File: src/rtl/sr_pkg.sv
package sr_pkg;

  typedef enum logic {
    EDGE_FALL = 1'b0,
    EDGE_RISE = 1'b1
  } edge_pol_e;

  function automatic logic edge_hit(edge_pol_e pol, logic now_v, logic was_v);
    if (pol == EDGE_RISE) return now_v & ~was_v;
    else                  return ~now_v & was_v;
  endfunction

endpackage

File: src/rtl/sr_sync.sv
module sr_sync #(
  parameter int STAGES = 2
) (
  input  logic clk,
  input  logic rst,
  input  logic din,
  output logic dout,
  output logic dout_ok
);
  logic [STAGES-1:0] chain;
  logic [STAGES-1:0] fill;

  always_ff @(posedge clk) begin
    if (rst) begin
      chain <= '0;
      fill  <= '0;
    end else begin
      chain <= {chain[STAGES-2:0], din};
      fill  <= {fill[STAGES-2:0], 1'b1};
    end
  end

  assign dout    = chain[STAGES-1];
  assign dout_ok = fill[STAGES-1];

  // the output is not reported valid until the chain has flushed
  a_r1_fill_after_reset: assert property (@(posedge clk) disable iff (rst)
    $past(rst) |-> !dout_ok);
endmodule

File: src/rtl/sr_edge.sv
module sr_edge #(
  parameter sr_pkg::edge_pol_e EDGE_POL = sr_pkg::EDGE_RISE
) (
  input  logic clk,
  input  logic rst,
  input  logic lvl,
  input  logic lvl_ok,
  output logic pulse
);
  logic hist;
  logic armed;

  always_ff @(posedge clk) begin
    if (rst) begin
      hist  <= 1'b0;
      armed <= 1'b0;
    end else begin
      hist  <= lvl;
      armed <= lvl_ok;
    end
  end

  assign pulse = armed & sr_pkg::edge_hit(EDGE_POL, lvl, hist);

  a_r2_pulse_one_cycle: assert property (@(posedge clk) disable iff (rst)
    pulse |=> !pulse);

  a_r1_no_pulse_post_reset: assert property (@(posedge clk) disable iff (rst)
    $past(rst) |-> !pulse);
endmodule

File: src/rtl/sr_sampler.sv
module sr_sampler #(
  parameter int DLY_W = 5
) (
  input  logic             clk,
  input  logic             rst,
  input  logic             fire,
  input  logic [DLY_W-1:0] dly,
  input  logic             din,
  output logic             cap,
  output logic             bit_vld,
  output logic             bit_dat,
  output logic             overrun
);
  logic             pend;
  logic [DLY_W-1:0] cnt;

  // A new edge always wins over a pending capture; zero delay samples now
  assign cap = fire ? (dly == '0) : (pend && cnt == DLY_W'(1));

  always_ff @(posedge clk) begin
    if (rst) begin
      pend    <= 1'b0;
      cnt     <= '0;
      bit_vld <= 1'b0;
      bit_dat <= 1'b0;
      overrun <= 1'b0;
    end else begin
      bit_vld <= cap;
      if (cap) bit_dat <= din;
      if (fire) begin
        if (pend) overrun <= 1'b1;
        pend <= (dly != '0);
        cnt  <= dly;
      end else if (pend) begin
        if (cnt == DLY_W'(1)) pend <= 1'b0;
        cnt <= cnt - DLY_W'(1);
      end
    end
  end

  a_r4_countdown: assert property (@(posedge clk) disable iff (rst)
    (pend && !fire && cnt > DLY_W'(1)) |=> (pend && cnt == $past(cnt) - DLY_W'(1)));

  a_r7_overrun_sticky: assert property (@(posedge clk) disable iff (rst)
    overrun |=> overrun);

  a_r7_restart_flags: assert property (@(posedge clk) disable iff (rst)
    (fire && pend) |=> overrun);
endmodule

File: src/rtl/sr_packer.sv
module sr_packer #(
  parameter int WORD_W = 8
) (
  input  logic              clk,
  input  logic              rst,
  input  logic              cap,
  input  logic              bit_in,
  output logic              word_vld,
  output logic [WORD_W-1:0] word_dat
);
  localparam int CW = $clog2(WORD_W);

  logic [WORD_W-1:0] sh;
  logic [WORD_W-1:0] sh_next;
  logic [CW-1:0]     cnt;
  logic              last;

  assign sh_next = {sh[WORD_W-2:0], bit_in};
  assign last    = (cnt == CW'(WORD_W - 1));

  always_ff @(posedge clk) begin
    if (rst) begin
      sh       <= '0;
      cnt      <= '0;
      word_vld <= 1'b0;
      word_dat <= '0;
    end else begin
      word_vld <= 1'b0;
      if (cap) begin
        sh <= sh_next;
        if (last) begin
          cnt      <= '0;
          word_dat <= sh_next;
          word_vld <= 1'b1;
        end else begin
          cnt <= cnt + CW'(1);
        end
      end
    end
  end

  a_r6_word_hold: assert property (@(posedge clk) disable iff (rst)
    !word_vld |-> $stable(word_dat));

  a_r6_count_range: assert property (@(posedge clk) disable iff (rst)
    cnt <= CW'(WORD_W - 1));
endmodule

File: src/rtl/serial_retimer.sv
module serial_retimer #(
  parameter sr_pkg::edge_pol_e EDGE_POL    = sr_pkg::EDGE_RISE,
  parameter int                SYNC_STAGES = 2,
  parameter int                DLY_W       = 5,
  parameter int                WORD_W      = 8
) (
  input  logic              clk,
  input  logic              rst,
  input  logic              ser_clk,
  input  logic              ser_dat,
  input  logic [DLY_W-1:0]  samp_dly,
  output logic              bit_vld,
  output logic              bit_dat,
  output logic              word_vld,
  output logic [WORD_W-1:0] word_dat,
  output logic              overrun
);
  logic lvl;
  logic lvl_ok;
  logic fire;
  logic cap;

  sr_sync #(.STAGES(SYNC_STAGES)) u_sync (
    .clk(clk), .rst(rst), .din(ser_clk), .dout(lvl), .dout_ok(lvl_ok)
  );

  sr_edge #(.EDGE_POL(EDGE_POL)) u_edge (
    .clk(clk), .rst(rst), .lvl(lvl), .lvl_ok(lvl_ok), .pulse(fire)
  );

  // Data line sampled directly: the synchroniser delay already follows the link edge
  sr_sampler #(.DLY_W(DLY_W)) u_samp (
    .clk(clk), .rst(rst), .fire(fire), .dly(samp_dly), .din(ser_dat),
    .cap(cap), .bit_vld(bit_vld), .bit_dat(bit_dat), .overrun(overrun)
  );

  sr_packer #(.WORD_W(WORD_W)) u_pack (
    .clk(clk), .rst(rst), .cap(cap), .bit_in(ser_dat),
    .word_vld(word_vld), .word_dat(word_dat)
  );

  a_r3_reset_clear: assert property (@(posedge clk) disable iff (rst)
    $past(rst) |-> (!bit_vld && !word_vld && !overrun));

  a_r6_word_with_bit: assert property (@(posedge clk) disable iff (rst)
    word_vld |-> bit_vld);
endmodule

File: config.mk
export PLATFORM = sky130hd
export DESIGN_NAME = serial_retimer
export DESIGN_NICKNAME = d
export VERILOG_FILES = /design/src/rtl/sr_pkg.sv /design/src/rtl/sr_sync.sv /design/src/rtl/sr_edge.sv /design/src/rtl/sr_sampler.sv /design/src/rtl/sr_packer.sv /design/src/rtl/serial_retimer.sv
export SDC_FILE = /design/constraint.sdc
export NUM_CORES = 1
export LEC_CHECK = 0
export BUFFER_PORTS_ARGS = -buffer_cell sky130_fd_sc_hd__buf_4
export CAP_MARGIN = 25
export CORE_AREA = 3 3 61 63
export CTS_BUF_LIST = sky130_fd_sc_hd__clkbuf_4
export DETAILED_ROUTE_END_ITERATION = 10
export DIE_AREA = 0 0 64 66
export PLACE_DENSITY_LB_ADDON = 0.12
export SYNTH_ARGS = -nofsm -noshare
export SYNTH_HDL_FRONTEND = slang
export SYNTH_SLANG_ARGS = --single-unit
File: constraint.sdc
create_clock -name clk -period 1.4 [get_ports clk]
set_clock_uncertainty 0.05 [all_clocks]
set_input_delay 0.35 -clock clk [delete_from_list [all_inputs] [get_ports clk]]
set_output_delay 0.35 -clock clk [all_outputs]
set_load 0.005 [all_outputs]
* Yosys cells after proc, flatten, opt, wreduce, memory -nomap -nowiden *
Cells that the tools add are included.

storage, ports and cells
  register bits after elaboration = 34
  input port bits = 9
  output and inout bits = 12
  logic and storage cells = 38

operators by class
  add/subtract/negate cells = 2
  eq/ne operators = 2
  muxes and demuxes = 9
  bitwise gates (word level) = 4
  reduce and logical (&&, ||, !) cells = 7

operator list
  cell                 count
  $mux 5               2
  $mux 1               6
  $eq 5x1->1 const B   1
  $logic_not 5->1      1
  $reduce_bool 5->1    1
  $sub 5x1->5 const B  1
  $reduce_and 2->1     2
  $add 3x1->3 const B  1
  $eq 3x3->1 const B   1
  $mux 3               1
  $and 1x1->1          2
  $not 1->1            2
  $reduce_bool 2->1    1
  $reduce_or 2->1      1
  $logic_and 1x1->1    1

* Depth between registers and ports, before layout *
Gate-level depths: netlist of the first run.

  depth after elaboration = 6
  mapped depth = 7

* Hierarchy *
Synthesis of the first run repeated with hierarchy kept, for this count alone.

second synthesis, totals
  cells, all modules = 137
  area, all modules = 1400.1 µm²

modules (own cells, without submodules)
  module      instances  cells an instance  area an instance (µm²)
  sr_packer   1          75                 779.5
  sr_sampler  1          49                 456.7
  sr_sync     1          8                  102.6
  sr_edge     1          5                  61.3

* Least setup slack after synthesis of the first run *
No wires, ideal clock.

  path kind = reg2reg
  from = reg u_samp.cnt[0]
  to = reg u_pack.cnt[0]
  setup time = 121 ps
  arrival time = 1374 ps
  required time = 1229 ps
  path slack = -146 ps
  cell stages (with the launch flop) = 6
  path buffers = 0
  period minus slack after synthesis = 1546 ps
  cells stage by stage = dfxtp_1 > ha_1 > nor4b_4 > nand3_2 > o21a_1 > mux2_4

between the ends
  longest elaborated chain between the ends = 3

ends and longest elaborated chain
  item                      RTL line          source
  start: declaration        sr_sampler.sv:15  logic [DLY_W-1:0] cnt;
  start signal: assignment  sr_sampler.sv:33  cnt <= dly;
  start signal: assignment  sr_sampler.sv:36  cnt <= cnt - DLY_W'(1);
  $eq 5x1->1                sr_sampler.sv:18  assign cap = fire ? (dly == '0) : (pend && cnt == DLY_W'(1));
  $logic_and 1x1->1         sr_sampler.sv:18
  $mux 1                    sr_sampler.sv:18
  end signal: assignment    sr_packer.sv:36   cnt <= cnt + CW'(1);
  end: declaration          sr_packer.sv:15   logic [CW-1:0] cnt;

No other way between the ends.
A chain may end at the register's enable or synchronous reset.

* Worst setup path in the final report of the first run *
  from = reg u_samp.cnt[1]
  to = reg u_pack.cnt[0]

The elaborated chain is that of the path after synthesis.

==> results of run 1 <==
## registers in the layout, summed over array words and instances (netlist names), 2 cells and up
name,flops
u_pack.word_dat,8
u_pack.sh,7
u_samp.cnt,5
u_pack.cnt,3
u_sync.chain,2
u_sync.fill,2
## worst paths after layout
kind | endpoint | slack (ns) | cells past startpoint
worst min register to register | u_sync.fill[1] | 0.40 | 1
worst max register to register | u_pack.cnt[0] | -0.21 | 6
worst min-delay path | u_sync.chain[0] | 0.21 | 2
worst max-delay path | u_pack.cnt[0] | -0.21 | 6
## per-stage QoR
step	util (%)	instances	setup slack, ns
finish	55.3	212	-0.209
global route	55.3	212	-0.268
CTS	54.2	211	-0.200
detailed placement	51.4	202	-0.250
global placement	51.4	202	-0.213
floorplan	-	129	-0.113
## power groups by stage
stage          combinational [mW]  sequential, mW  clock (mW)
2_1_floorplan              0.0381           0.976           0
3_3_place_gp               0.0814           0.977           0
3_5_place_dp               0.0833           0.977           0
4_1_cts                    0.0849           0.956       0.724
5_1_grt                    0.0940           0.957       0.762
6_report                   0.0853           0.955       0.695
## repair_timing
| item | in CTS | in global routing |
|---|---|---|
| hold buffers | 0 | 0 |
| setup buffers | 1 | 1 |
| pin swaps | 2 | 2 |
| endpoints found under the hold margin | 0 | 0 |
| setup endpoints to repair | 21 | 23 |
| gates resized for setup | 2 | 8 |
## layer usage
| layer | wire (µm) | GRT usage (%) |
|---|---|---|
| met1 | 1180 | 16.5 |
| met2 | 1420 | 25.3 |
| met3 | 108 | 5.44 |
| met4 | 36 | 5.66 |
| met5 | 0 | 0 |
## area by class of cell
cell class | count | area, µm²
Fill cell | 299 | 1470
Multi-Input combinational cell | 85 | 691
Sequential cell | 33 | 666
Timing Repair Buffer | 37 | 314
Tap cell | 46 | 57.6
Clock inverter | 3 | 40.0
Clock buffer | 5 | 37.5
Inverter | 3 | 11.3
## worst max-delay path, stage by stage (launching register included)
cell and delay [ns]:
dfxtp_2 0.34, inv_2 0.07, ha_4 0.11, nor4b_4 0.30, nand3_2 0.16, o21a_1 0.17, mux2_4 0.30
## cells by family (layout without fill, tap and decap cells)
kind of cell	Yosys count	in the layout	synth area share (%)
xor gates and xnor gates	4	4	2.60
AOI/OAI and AO/OA	26	26	14.8
adders and majority gates	4	4	3.71
DFF	33	33	49.0
buffers and inverters	11	48	4.36
and+or+nand+nor	41	41	17.7
muxes	10	10	7.80
## synth_stat cells (2+ instances only)
| cell type | number |
|---|---|
| nand2_1 | 15 |
| a41o_1 | 8 |
| dfxtp_1 | 33 |
| a211oi_1 | 4 |
| xnor2_1 | 3 |
| nor3_1 | 2 |
| a21oi_1 | 10 |
| nor2b_1 | 6 |
| ha_1 | 4 |
| buf_2 | 2 |
| nor2_1 | 8 |
| buf_4 | 2 |
| inv_1 | 3 |
| mux2i_1 | 9 |
| clkbuf_1 | 2 |
==> impl_metrics.xml, run 1 <==
<?xml version="1.0" encoding="UTF-8"?>
<metrics>
  <group name="clock_tree">
    <metric name="clock-sinks" unit="">33</metric>
    <metric name="cts_tree" unit="">done</metric>
    <metric name="clkLatencyLatePin" unit="ns">0.33</metric>
    <metric name="clock_buffers_created_by_tritoncts" unit="">5</metric>
    <metric name="cts.clk_slew.worst_paths" unit="ns">0.10</metric>
    <metric name="cts.path.max_buffers" unit="">2</metric>
    <metric name="root_buffer" unit="">clkbuf_4</metric>
    <metric name="cts.htree.levels" unit="">2</metric>
  </group>
  <group name="sta">
    <metric name="setup_repair_after_global_routing_missed_its_margin" unit="">true</metric>
    <metric name="final.period_utilization" unit="%">115</metric>
    <metric name="timing.hold.ws" unit="ns">0.207</metric>
    <metric name="fin_crit" unit="ns">1.61</metric>
    <metric name="number_of_pins_with_negative_max_slew_slack_in_the_final_report" unit="">0</metric>
    <metric name="maxSlewHeadroom" unit="%">76.2</metric>
    <metric name="max_slew.worst_pin.slew" unit="ns">0.353</metric>
    <metric name="finalHoldViolations" unit="">0</metric>
    <metric name="finalSetupViolations" unit="">22</metric>
    <metric name="setup_tns" unit="ns">-2.63</metric>
    <metric name="timing.final.ws_setup" unit="ns">-0.209</metric>
    <metric name="clock.fmax" unit="MHz">622</metric>
  </group>
  <group name="yosys">
    <metric name="yosys-top-cells-area" unit="">dfxtp_1 49%, mux2i_1 6.7%, a41o_1 5.9%</metric>
    <metric name="synth_top_area_share" unit="%">49.0</metric>
    <metric name="ys_ff_latch" unit="">33</metric>
    <metric name="synth_top_cell_by_area" unit="">dfxtp_1</metric>
    <metric name="synth.cell_area" unit="µm²">1350</metric>
    <metric name="synth_sequential_area_ratio" unit="%">49.0</metric>
    <metric name="ys_types" unit="">33</metric>
    <metric name="ys.warnings.count" unit="">0</metric>
    <metric name="ys_async_sr_fraction" unit="%">0</metric>
    <metric name="flip_flop_cell_with_the_highest_count_after_synthesis" unit="">dfxtp_1</metric>
    <metric name="synth-edff-count" unit="">0</metric>
    <metric name="syn_nets" unit="">142</metric>
    <metric name="netlist_instances" unit="">129</metric>
    <metric name="syn_area_per_cell" unit="µm²">10.4</metric>
  </group>
  <group name="global_routing">
    <metric name="grt_max_degree" unit="">23</metric>
    <metric name="antenna_violations_before_repair" unit="">0</metric>
    <metric name="grt_usage" unit="%">14.7</metric>
    <metric name="grt_remaining_overflow" unit="">0</metric>
    <metric name="grt_pass1_vias" unit="">1083</metric>
    <metric name="grt_first_pass_wirelength" unit="µm">4780</metric>
  </group>
  <group name="floorplan">
    <metric name="die_height" unit="µm">66</metric>
    <metric name="floorplan.initialDensity" unit="%">41.0</metric>
    <metric name="full_die_area" unit="µm²">4220</metric>
    <metric name="ports" unit="">21</metric>
    <metric name="rows" unit="">21</metric>
    <metric name="coreArea" unit="µm²">3280</metric>
    <metric name="die_w" unit="µm">64</metric>
  </group>
  <group name="power">
    <metric name="comb_power_share" unit="%">4.9</metric>
    <metric name="power.density" unit="nW/µm²">955</metric>
    <metric name="leakagePower" unit="nW">0.769</metric>
    <metric name="total_power" unit="mW">1.74</metric>
    <metric name="irDropWorstVdd" unit="mV">0.679</metric>
    <metric name="net-switching-power" unit="mW">0.371</metric>
    <metric name="cellInternalPower" unit="mW">1.36</metric>
    <metric name="relative_contribution_of_the_clock_network_to_total_power" unit="%">40.0</metric>
    <metric name="switching_share" unit="%">21.4</metric>
    <metric name="pwr-share-seq" unit="%">55.0</metric>
  </group>
  <group name="critical_path">
    <metric name="critPathRequiredTime" unit="ns">1.58</metric>
    <metric name="r2r-start" unit="">u_samp.cnt[1]</metric>
    <metric name="critPathCaptureType" unit="">flop</metric>
    <metric name="worst-setup-path-type" unit="">reg -&gt; reg</metric>
    <metric name="path_max_fanout" unit="">3</metric>
    <metric name="cp-start-kind" unit="">flop</metric>
    <metric name="cp.arrival" unit="ns">1.79</metric>
    <metric name="setup.worst_path.start" unit="">u_samp.cnt[1]</metric>
  </group>
  <group name="place">
    <metric name="post_dp_cell_area" unit="µm²">1690</metric>
    <metric name="routabilityCongestion" unit="">0.728</metric>
    <metric name="numPortBuffers" unit="">20</metric>
    <metric name="hpwl" unit="µm">2010</metric>
  </group>
  <group name="drt">
    <metric name="detail_route.wirelength" unit="µm">2750</metric>
    <metric name="route.detailed.vias_per_inst" unit="">4.97</metric>
    <metric name="detailedRoute.firstIterationViolations" unit="">75</metric>
    <metric name="avgRoutedWirePerCell" unit="µm">13.0</metric>
    <metric name="drt.antenna.violating_nets" unit="">0</metric>
    <metric name="drcViolationCount" unit="">0</metric>
    <metric name="vias_after_detailed_routing" unit="">1054</metric>
    <metric name="drtPass1Iterations" unit="">4</metric>
  </group>
  <group name="run">
    <metric name="max_cap_violations" unit="">0</metric>
  </group>
  <group name="run_status">
    <metric name="status" unit="">complete, but fails checks</metric>
    <metric name="failed_checks" unit="">negative setup slack</metric>
  </group>
  <group name="cells_and_area">
    <metric name="most-common-layout-cells" unit="">33 x buf_4, 31 x dfxtp_1, 15 x nand2_1, 8 x a41o_1, 8 x mux2i_1</metric>
    <metric name="antenna_cells_inserted" unit="">0</metric>
    <metric name="design_area" unit="µm²">1820</metric>
    <metric name="layout.cells.most_common" unit="">buf_4</metric>
    <metric name="area_growth_from_synthesis_to_layout" unit="%">34.8</metric>
    <metric name="fin_nets" unit="">178</metric>
    <metric name="drive_above_1_share" unit="%">38.0</metric>
  </group>
  <group name="hold_path">
    <metric name="holdCritStartpoint" unit="">ser_clk</metric>
    <metric name="worst_hold_path_type" unit="">in -&gt; reg</metric>
  </group>
</metrics>
Note: power is estimated with default switching activity, not from simulation.
==> inputs of run 2 (changes only) <==
--- a/config.mk
+++ b/config.mk
@@ -7,10 +7,10 @@
 export LEC_CHECK = 0
 export BUFFER_PORTS_ARGS = -buffer_cell sky130_fd_sc_hd__buf_4
 export CAP_MARGIN = 25
-export CORE_AREA = 3 3 61 63
+export CORE_AREA = 3 3 67 69
 export CTS_BUF_LIST = sky130_fd_sc_hd__clkbuf_4
 export DETAILED_ROUTE_END_ITERATION = 10
-export DIE_AREA = 0 0 64 66
+export DIE_AREA = 0 0 70 72
 export PLACE_DENSITY_LB_ADDON = 0.12
 export SYNTH_ARGS = -nofsm -noshare
 export SYNTH_HDL_FRONTEND = slang
==> impl_metrics.xml, run 2 (synthesized netlist as in run 1, its figures left out) <==
<?xml version="1.0" encoding="UTF-8"?>
<metrics>
  <group name="power">
    <metric name="comb_power_share" unit="%">5.8</metric>
    <metric name="leakagePower" unit="nW">0.773</metric>
    <metric name="power.density" unit="nW/µm²">845</metric>
    <metric name="irDropWorstVdd" unit="mV">0.360</metric>
    <metric name="switching_share" unit="%">21.7</metric>
    <metric name="pwr-share-seq" unit="%">62.5</metric>
    <metric name="net-switching-power" unit="mW">0.332</metric>
    <metric name="cellInternalPower" unit="mW">1.20</metric>
    <metric name="relative_contribution_of_the_clock_network_to_total_power" unit="%">31.7</metric>
  </group>
  <group name="place">
    <metric name="dpl.cell_count" unit="">210</metric>
    <metric name="hpwl" unit="µm">2050</metric>
    <metric name="routabilityCongestion" unit="">0.759</metric>
    <metric name="numPortBuffers" unit="">20</metric>
  </group>
  <group name="critical_path">
    <metric name="path_max_fanout" unit="">3</metric>
    <metric name="cp-start-kind" unit="">flop</metric>
    <metric name="critPathCaptureType" unit="">flop</metric>
    <metric name="critPathRequiredTime" unit="ns">1.56</metric>
    <metric name="worst-setup-path-type" unit="">reg -&gt; reg</metric>
    <metric name="cp.arrival" unit="ns">1.72</metric>
  </group>
  <group name="drt">
    <metric name="detailedRoute.firstIterationViolations" unit="">16</metric>
    <metric name="drt.antenna.violating_nets" unit="">0</metric>
    <metric name="drcViolationCount" unit="">0</metric>
    <metric name="avgRoutedWirePerCell" unit="µm">12.6</metric>
    <metric name="detail_route.wirelength" unit="µm">2740</metric>
    <metric name="drtPass1Iterations" unit="">3</metric>
    <metric name="route.detailed.vias_per_inst" unit="">4.67</metric>
    <metric name="vias_after_detailed_routing" unit="">1018</metric>
  </group>
  <group name="cells_and_area">
    <metric name="area_growth_from_synthesis_to_layout" unit="%">34.3</metric>
    <metric name="layout.cells.most_common" unit="">buf_4</metric>
    <metric name="largest_reg_flops" unit="">8</metric>
    <metric name="fin_nets" unit="">181</metric>
    <metric name="final_util" unit="%">45.6</metric>
    <metric name="drive_above_1_share" unit="%">39.9</metric>
    <metric name="final-instance-count-excl-fill" unit="">218</metric>
    <metric name="antenna_cells_inserted" unit="">0</metric>
    <metric name="top_register_by_number_of_flip_flops" unit="">u_pack.word_dat</metric>
    <metric name="largest_registers_ranked_by_flip_flop_count" unit="">u_pack.word_dat: 8 flops, u_pack.sh: 7 flops, u_samp.cnt: 5 flops</metric>
    <metric name="most-common-layout-cells" unit="">38 x buf_4, 31 x dfxtp_1, 15 x nand2_1, 9 x mux2i_1, 8 x a41o_1</metric>
  </group>
  <group name="global_routing">
    <metric name="grt_max_degree" unit="">17</metric>
    <metric name="antenna_violations_before_repair" unit="">0</metric>
    <metric name="grt_usage" unit="%">12.2</metric>
    <metric name="grt_first_pass_wirelength" unit="µm">4840</metric>
    <metric name="grt_pass1_vias" unit="">1066</metric>
    <metric name="grt_remaining_overflow" unit="">0</metric>
  </group>
  <group name="sta">
    <metric name="number_of_pins_with_negative_max_slew_slack_in_the_final_report" unit="">0</metric>
    <metric name="finalHoldViolations" unit="">0</metric>
    <metric name="fin_crit" unit="ns">1.56</metric>
    <metric name="max_slew.worst_pin.slew" unit="ns">0.339</metric>
    <metric name="clock.fmax" unit="MHz">643</metric>
    <metric name="finalSetupViolations" unit="">20</metric>
    <metric name="timing.final.ws_setup" unit="ns">-0.156</metric>
    <metric name="final.period_utilization" unit="%">111</metric>
    <metric name="setup_repair_after_global_routing_missed_its_margin" unit="">true</metric>
    <metric name="timing.hold.ws" unit="ns">0.192</metric>
    <metric name="maxSlewHeadroom" unit="%">77.1</metric>
  </group>
  <group name="run_status">
    <metric name="failed_checks" unit="">negative setup slack</metric>
    <metric name="status" unit="">complete, but fails checks</metric>
  </group>
  <group name="floorplan">
    <metric name="rows" unit="">23</metric>
    <metric name="full_die_area" unit="µm²">5040</metric>
    <metric name="die_height" unit="µm">72</metric>
    <metric name="coreArea" unit="µm²">3970</metric>
    <metric name="ports" unit="">21</metric>
    <metric name="die_w" unit="µm">70</metric>
    <metric name="floorplan.initialDensity" unit="%">33.9</metric>
  </group>
  <group name="clock_tree">
    <metric name="clkLatencyLatePin" unit="ns">0.32</metric>
    <metric name="cts_tree" unit="">done</metric>
    <metric name="root_buffer" unit="">clkbuf_4</metric>
    <metric name="cts_stage_hold_buffer_count" unit="">0</metric>
    <metric name="clock-sinks" unit="">33</metric>
    <metric name="cts.clk_slew.worst_paths" unit="ns">0.09</metric>
    <metric name="cts.htree.levels" unit="">2</metric>
    <metric name="clock_buffers_created_by_tritoncts" unit="">5</metric>
    <metric name="cts.path.max_buffers" unit="">2</metric>
  </group>
  <group name="hold_path">
    <metric name="worst_hold_path_type" unit="">in -&gt; reg</metric>
  </group>
  <group name="run">
    <metric name="max_cap_violations" unit="">0</metric>
  </group>
</metrics>
[run 2: cell types whose count changed in the layout (fill, tap and decap cells not counted)]
cell and delta:
buf_4 +5, mux2i_1 +1, buf_6 -1, clkbuf_4 +1, bufinv_16 -1, a21oi_1 -1
a211oi_2 +2, a211oi_1 -2, buf_12 -1, a21oi_2 +1, mux2i_2 -1, inv_4 -1
[run 2: repair_timing]
item,4_1_cts,5_1_grt
pin swaps,1,3
setup endpoints to repair,21,24
setup buffers,1,0
resized for setup,4,7
[run 2: critical path: stages, from the launching register on]
cell and delay, ns:
dfxtp_2 0.33, inv_2 0.06, ha_4 0.12, nor4b_4 0.28, nand3_2 0.15, o21a_1 0.16
mux2_4 0.29
[run 2: final cells by class]
cell class                 count  area [µm²]
timing repair buffer          40         320
clock inverter                 1        3.75
inverter                       3        11.3
clock buffer                   6        45.0
multi-input combinational     85         701
tap                           50        62.6
sequential                    33         666
fill                         395        2160
[run 2: final timing paths]
kind / startpoint / endpoint / slack [ns] / cells after the start
max: u_samp.cnt[1] / u_pack.cnt[0] / -0.16 / 6
min: ser_clk / u_sync.chain[0] / 0.19 / 2
min reg2reg: u_sync.chain[0] / u_sync.chain[1] / 0.39 / 1
max reg2reg: u_samp.cnt[1] / u_pack.cnt[0] / -0.16 / 6
[run 2: through the flow]
stage | power, mW | setup WS (ns) | setup TNS (ns) | instance area [µm²]
2_1_floorplan | 1.01 | -0.113 | -0.565 | 1400
3_3_place_gp | 1.06 | -0.217 | -3.06 | 1710
3_5_place_dp | 1.06 | -0.242 | -3.15 | 1710
4_1_cts | 1.56 | -0.171 | -2.01 | 1780
5_1_grt | 1.61 | -0.241 | -3.99 | 1810
6_report | 1.53 | -0.156 | -1.82 | 1810
[run 2: routing by layer]
| metal | track usage (%) | wire length (µm) |
|---|---|---|
| met2 | 20.8 | 1330 |
| met5 | 0 | 0 |
| met1 | 14.0 | 1260 |
| met4 | 5.11 | 33 |
| met3 | 4.29 | 124 |
[run 2: power by group through the flow]
stage | clock network (mW) | registers (mW) | logic [mW]
4_1_cts | 0.516 | 0.955 | 0.0875
3_3_place_gp | 0 | 0.976 | 0.0841
3_5_place_dp | 0 | 0.977 | 0.0858
5_1_grt | 0.558 | 0.957 | 0.0973
2_1_floorplan | 0 | 0.976 | 0.0381
6_report | 0.485 | 0.955 | 0.0885
==> inputs of run 3 (changes only) <==
==> constraint.sdc (replaced) <==
create_clock -name clk -period 1.4 [get_ports clk]
set_clock_uncertainty 0.05 [all_clocks]
set_input_delay 0.21 -clock clk [delete_from_list [all_inputs] [get_ports clk]]
set_output_delay 0.21 -clock clk [all_outputs]
set_load 0.005 [all_outputs]
==> impl_metrics.xml, run 3 (synthesized netlist as in run 1, its figures left out) <==
<?xml version="1.0" encoding="UTF-8"?>
<metrics>
  <group name="run_status">
    <metric name="status" unit="">complete, but fails checks</metric>
    <metric name="failed_checks" unit="">negative setup slack</metric>
  </group>
  <group name="critical_path">
    <metric name="cp.arrival" unit="ns">1.67</metric>
    <metric name="worst-setup-path-type" unit="">reg -&gt; reg</metric>
    <metric name="critPathCaptureType" unit="">flop</metric>
    <metric name="path_max_fanout" unit="">3</metric>
    <metric name="cp-start-kind" unit="">flop</metric>
    <metric name="critPathRequiredTime" unit="ns">1.56</metric>
    <metric name="r2r_cells" unit="">6</metric>
  </group>
  <group name="sta">
    <metric name="finalHoldViolations" unit="">0</metric>
    <metric name="timing.final.ws_setup" unit="ns">-0.116</metric>
    <metric name="timing.hold.ws" unit="ns">0.0480</metric>
    <metric name="fin_crit" unit="ns">1.52</metric>
    <metric name="final.period_utilization" unit="%">108</metric>
    <metric name="max_slew.worst_pin.slew" unit="ns">0.506</metric>
    <metric name="clock.fmax" unit="MHz">660</metric>
    <metric name="setup_tns" unit="ns">-1.17</metric>
    <metric name="finalSetupViolations" unit="">20</metric>
    <metric name="maxSlewHeadroom" unit="%">66.2</metric>
    <metric name="setup_repair_after_global_routing_missed_its_margin" unit="">true</metric>
    <metric name="number_of_pins_with_negative_max_slew_slack_in_the_final_report" unit="">0</metric>
  </group>
  <group name="power">
    <metric name="irDropWorstVdd" unit="mV">0.654</metric>
    <metric name="total_power" unit="mW">1.53</metric>
    <metric name="power.density" unit="nW/µm²">852</metric>
    <metric name="leakagePower" unit="nW">0.771</metric>
  </group>
  <group name="drt">
    <metric name="drt.antenna.violating_nets" unit="">0</metric>
    <metric name="route.detailed.vias_per_inst" unit="">4.73</metric>
    <metric name="detail_route.wirelength" unit="µm">2730</metric>
    <metric name="drtPass1Iterations" unit="">3</metric>
    <metric name="detailedRoute.firstIterationViolations" unit="">29</metric>
    <metric name="vias_after_detailed_routing" unit="">1026</metric>
    <metric name="drcViolationCount" unit="">0</metric>
    <metric name="avgRoutedWirePerCell" unit="µm">12.6</metric>
  </group>
  <group name="place">
    <metric name="detailedPlace.worstSlack" unit="ns">-0.129</metric>
    <metric name="post_dp_cell_area" unit="µm²">1690</metric>
    <metric name="routabilityCongestion" unit="">0.707</metric>
    <metric name="dpl.cell_count" unit="">208</metric>
    <metric name="hpwl" unit="µm">1950</metric>
    <metric name="numPortBuffers" unit="">20</metric>
  </group>
  <group name="floorplan">
    <metric name="coreArea" unit="µm²">3970</metric>
    <metric name="full_die_area" unit="µm²">5040</metric>
    <metric name="die_w" unit="µm">70</metric>
    <metric name="ports" unit="">21</metric>
    <metric name="rows" unit="">23</metric>
    <metric name="floorplan.initialDensity" unit="%">33.9</metric>
    <metric name="die_height" unit="µm">72</metric>
  </group>
  <group name="global_routing">
    <metric name="grt_remaining_overflow" unit="">0</metric>
    <metric name="busiest_layer" unit="">met2</metric>
    <metric name="grt.met1_usage" unit="%">13.5</metric>
    <metric name="grt_usage" unit="%">11.4</metric>
    <metric name="gr-usage-met3" unit="%">4.02</metric>
    <metric name="gr-usage-met2" unit="%">19.3</metric>
    <metric name="antenna_violations_before_repair" unit="">0</metric>
    <metric name="grt_max_degree" unit="">19</metric>
    <metric name="grt_first_pass_wirelength" unit="µm">4580</metric>
    <metric name="grt_pass1_vias" unit="">1023</metric>
  </group>
  <group name="clock_tree">
    <metric name="cts_tree" unit="">done</metric>
    <metric name="cts.clk_slew.worst_paths" unit="ns">0.10</metric>
    <metric name="cts.htree.levels" unit="">2</metric>
    <metric name="clock-sinks" unit="">33</metric>
    <metric name="clkLatencyLatePin" unit="ns">0.32</metric>
    <metric name="cts.path.max_buffers" unit="">2</metric>
    <metric name="clock_buffers_created_by_tritoncts" unit="">5</metric>
    <metric name="root_buffer" unit="">clkbuf_4</metric>
    <metric name="cts_stage_hold_buffer_count" unit="">0</metric>
  </group>
  <group name="cells_and_area">
    <metric name="area_growth_from_synthesis_to_layout" unit="%">33.4</metric>
    <metric name="most-common-layout-cells" unit="">35 x buf_4, 29 x dfxtp_1, 15 x nand2_1, 9 x mux2i_1, 8 x a41o_1</metric>
    <metric name="largest_registers_ranked_by_flip_flop_count" unit="">u_pack.word_dat: 8 flops, u_pack.sh: 7 flops, u_samp.cnt: 5 flops</metric>
    <metric name="drive_above_1_share" unit="%">40.1</metric>
    <metric name="fin_nets" unit="">180</metric>
    <metric name="largest_reg_flops" unit="">8</metric>
    <metric name="design_area" unit="µm²">1800</metric>
    <metric name="layout.cells.most_common" unit="">buf_4</metric>
    <metric name="antenna_cells_inserted" unit="">0</metric>
    <metric name="final-instance-count-excl-fill" unit="">217</metric>
    <metric name="top_register_by_number_of_flip_flops" unit="">u_pack.word_dat</metric>
    <metric name="final_util" unit="%">45.3</metric>
  </group>
  <group name="hold_path">
    <metric name="timing.hold.worst_path_depth" unit="">2</metric>
    <metric name="worst_hold_path_type" unit="">in -&gt; reg</metric>
  </group>
  <group name="run">
    <metric name="max_cap_violations" unit="">0</metric>
  </group>
</metrics>
-- run 3: changes by cell type in the layout (fill, tap and decap cells not counted), moves of 2 or more --
cell	change
buf_4	-3
dfxtp_2	+2
a21oi_1	+2
a21oi_2	-2
dfxtp_1	-2
buf_6	+3
-- run 3: cell type report --
| cell class | count | area (µm²) |
|---|---|---|
| fillers | 396 | 2170 |
| multi-input cells | 85 | 691 |
| flip-flops and latches | 33 | 668 |
| repair buffers | 39 | 317 |
| well taps | 50 | 62.6 |
| clock buffers | 6 | 45.0 |
| inverters | 3 | 11.3 |
| clock inverters | 1 | 3.75 |
-- run 3: timing repair --
item | CTS | global route
endpoints found under the setup margin | 20 | 24
pin swaps | 3 | 2
gates resized for setup | 6 | 7
hold endpoints to repair | 0 | 0
buffers inserted | 2 | 0
-- run 3: final timing paths --
path | startpoint | end | slack (ns)
worst max-delay path | u_samp.cnt[1] | u_pack.cnt[0] | -0.12
worst min-delay path | ser_clk | u_sync.chain[0] | 0.05
worst max register to register | u_samp.cnt[1] | u_pack.cnt[0] | -0.12
worst min register to register | u_sync.fill[0] | u_sync.fill[1] | 0.40
-- run 3: layer usage --
layer  vias up  routed length, µm
li1        536                  -
met1       472               1260
met2        16               1340
met3         2                117
met4         0                 15
met5         -                  0
-- run 3: critical path: stages (launching register included) --
cell and delay, ns:
dfxtp_2 0.33, inv_2 0.06, ha_4 0.11, nor4b_4 0.25, nand3_2 0.13, o21a_1 0.16
mux2_4 0.30
-- run 3: power breakdown --
group	internal [mW]	switching [mW]	total (mW)
logic	0.0423	0.0399	0.0823
clock network	0.202	0.293	0.495
registers	0.948	0.00642	0.955
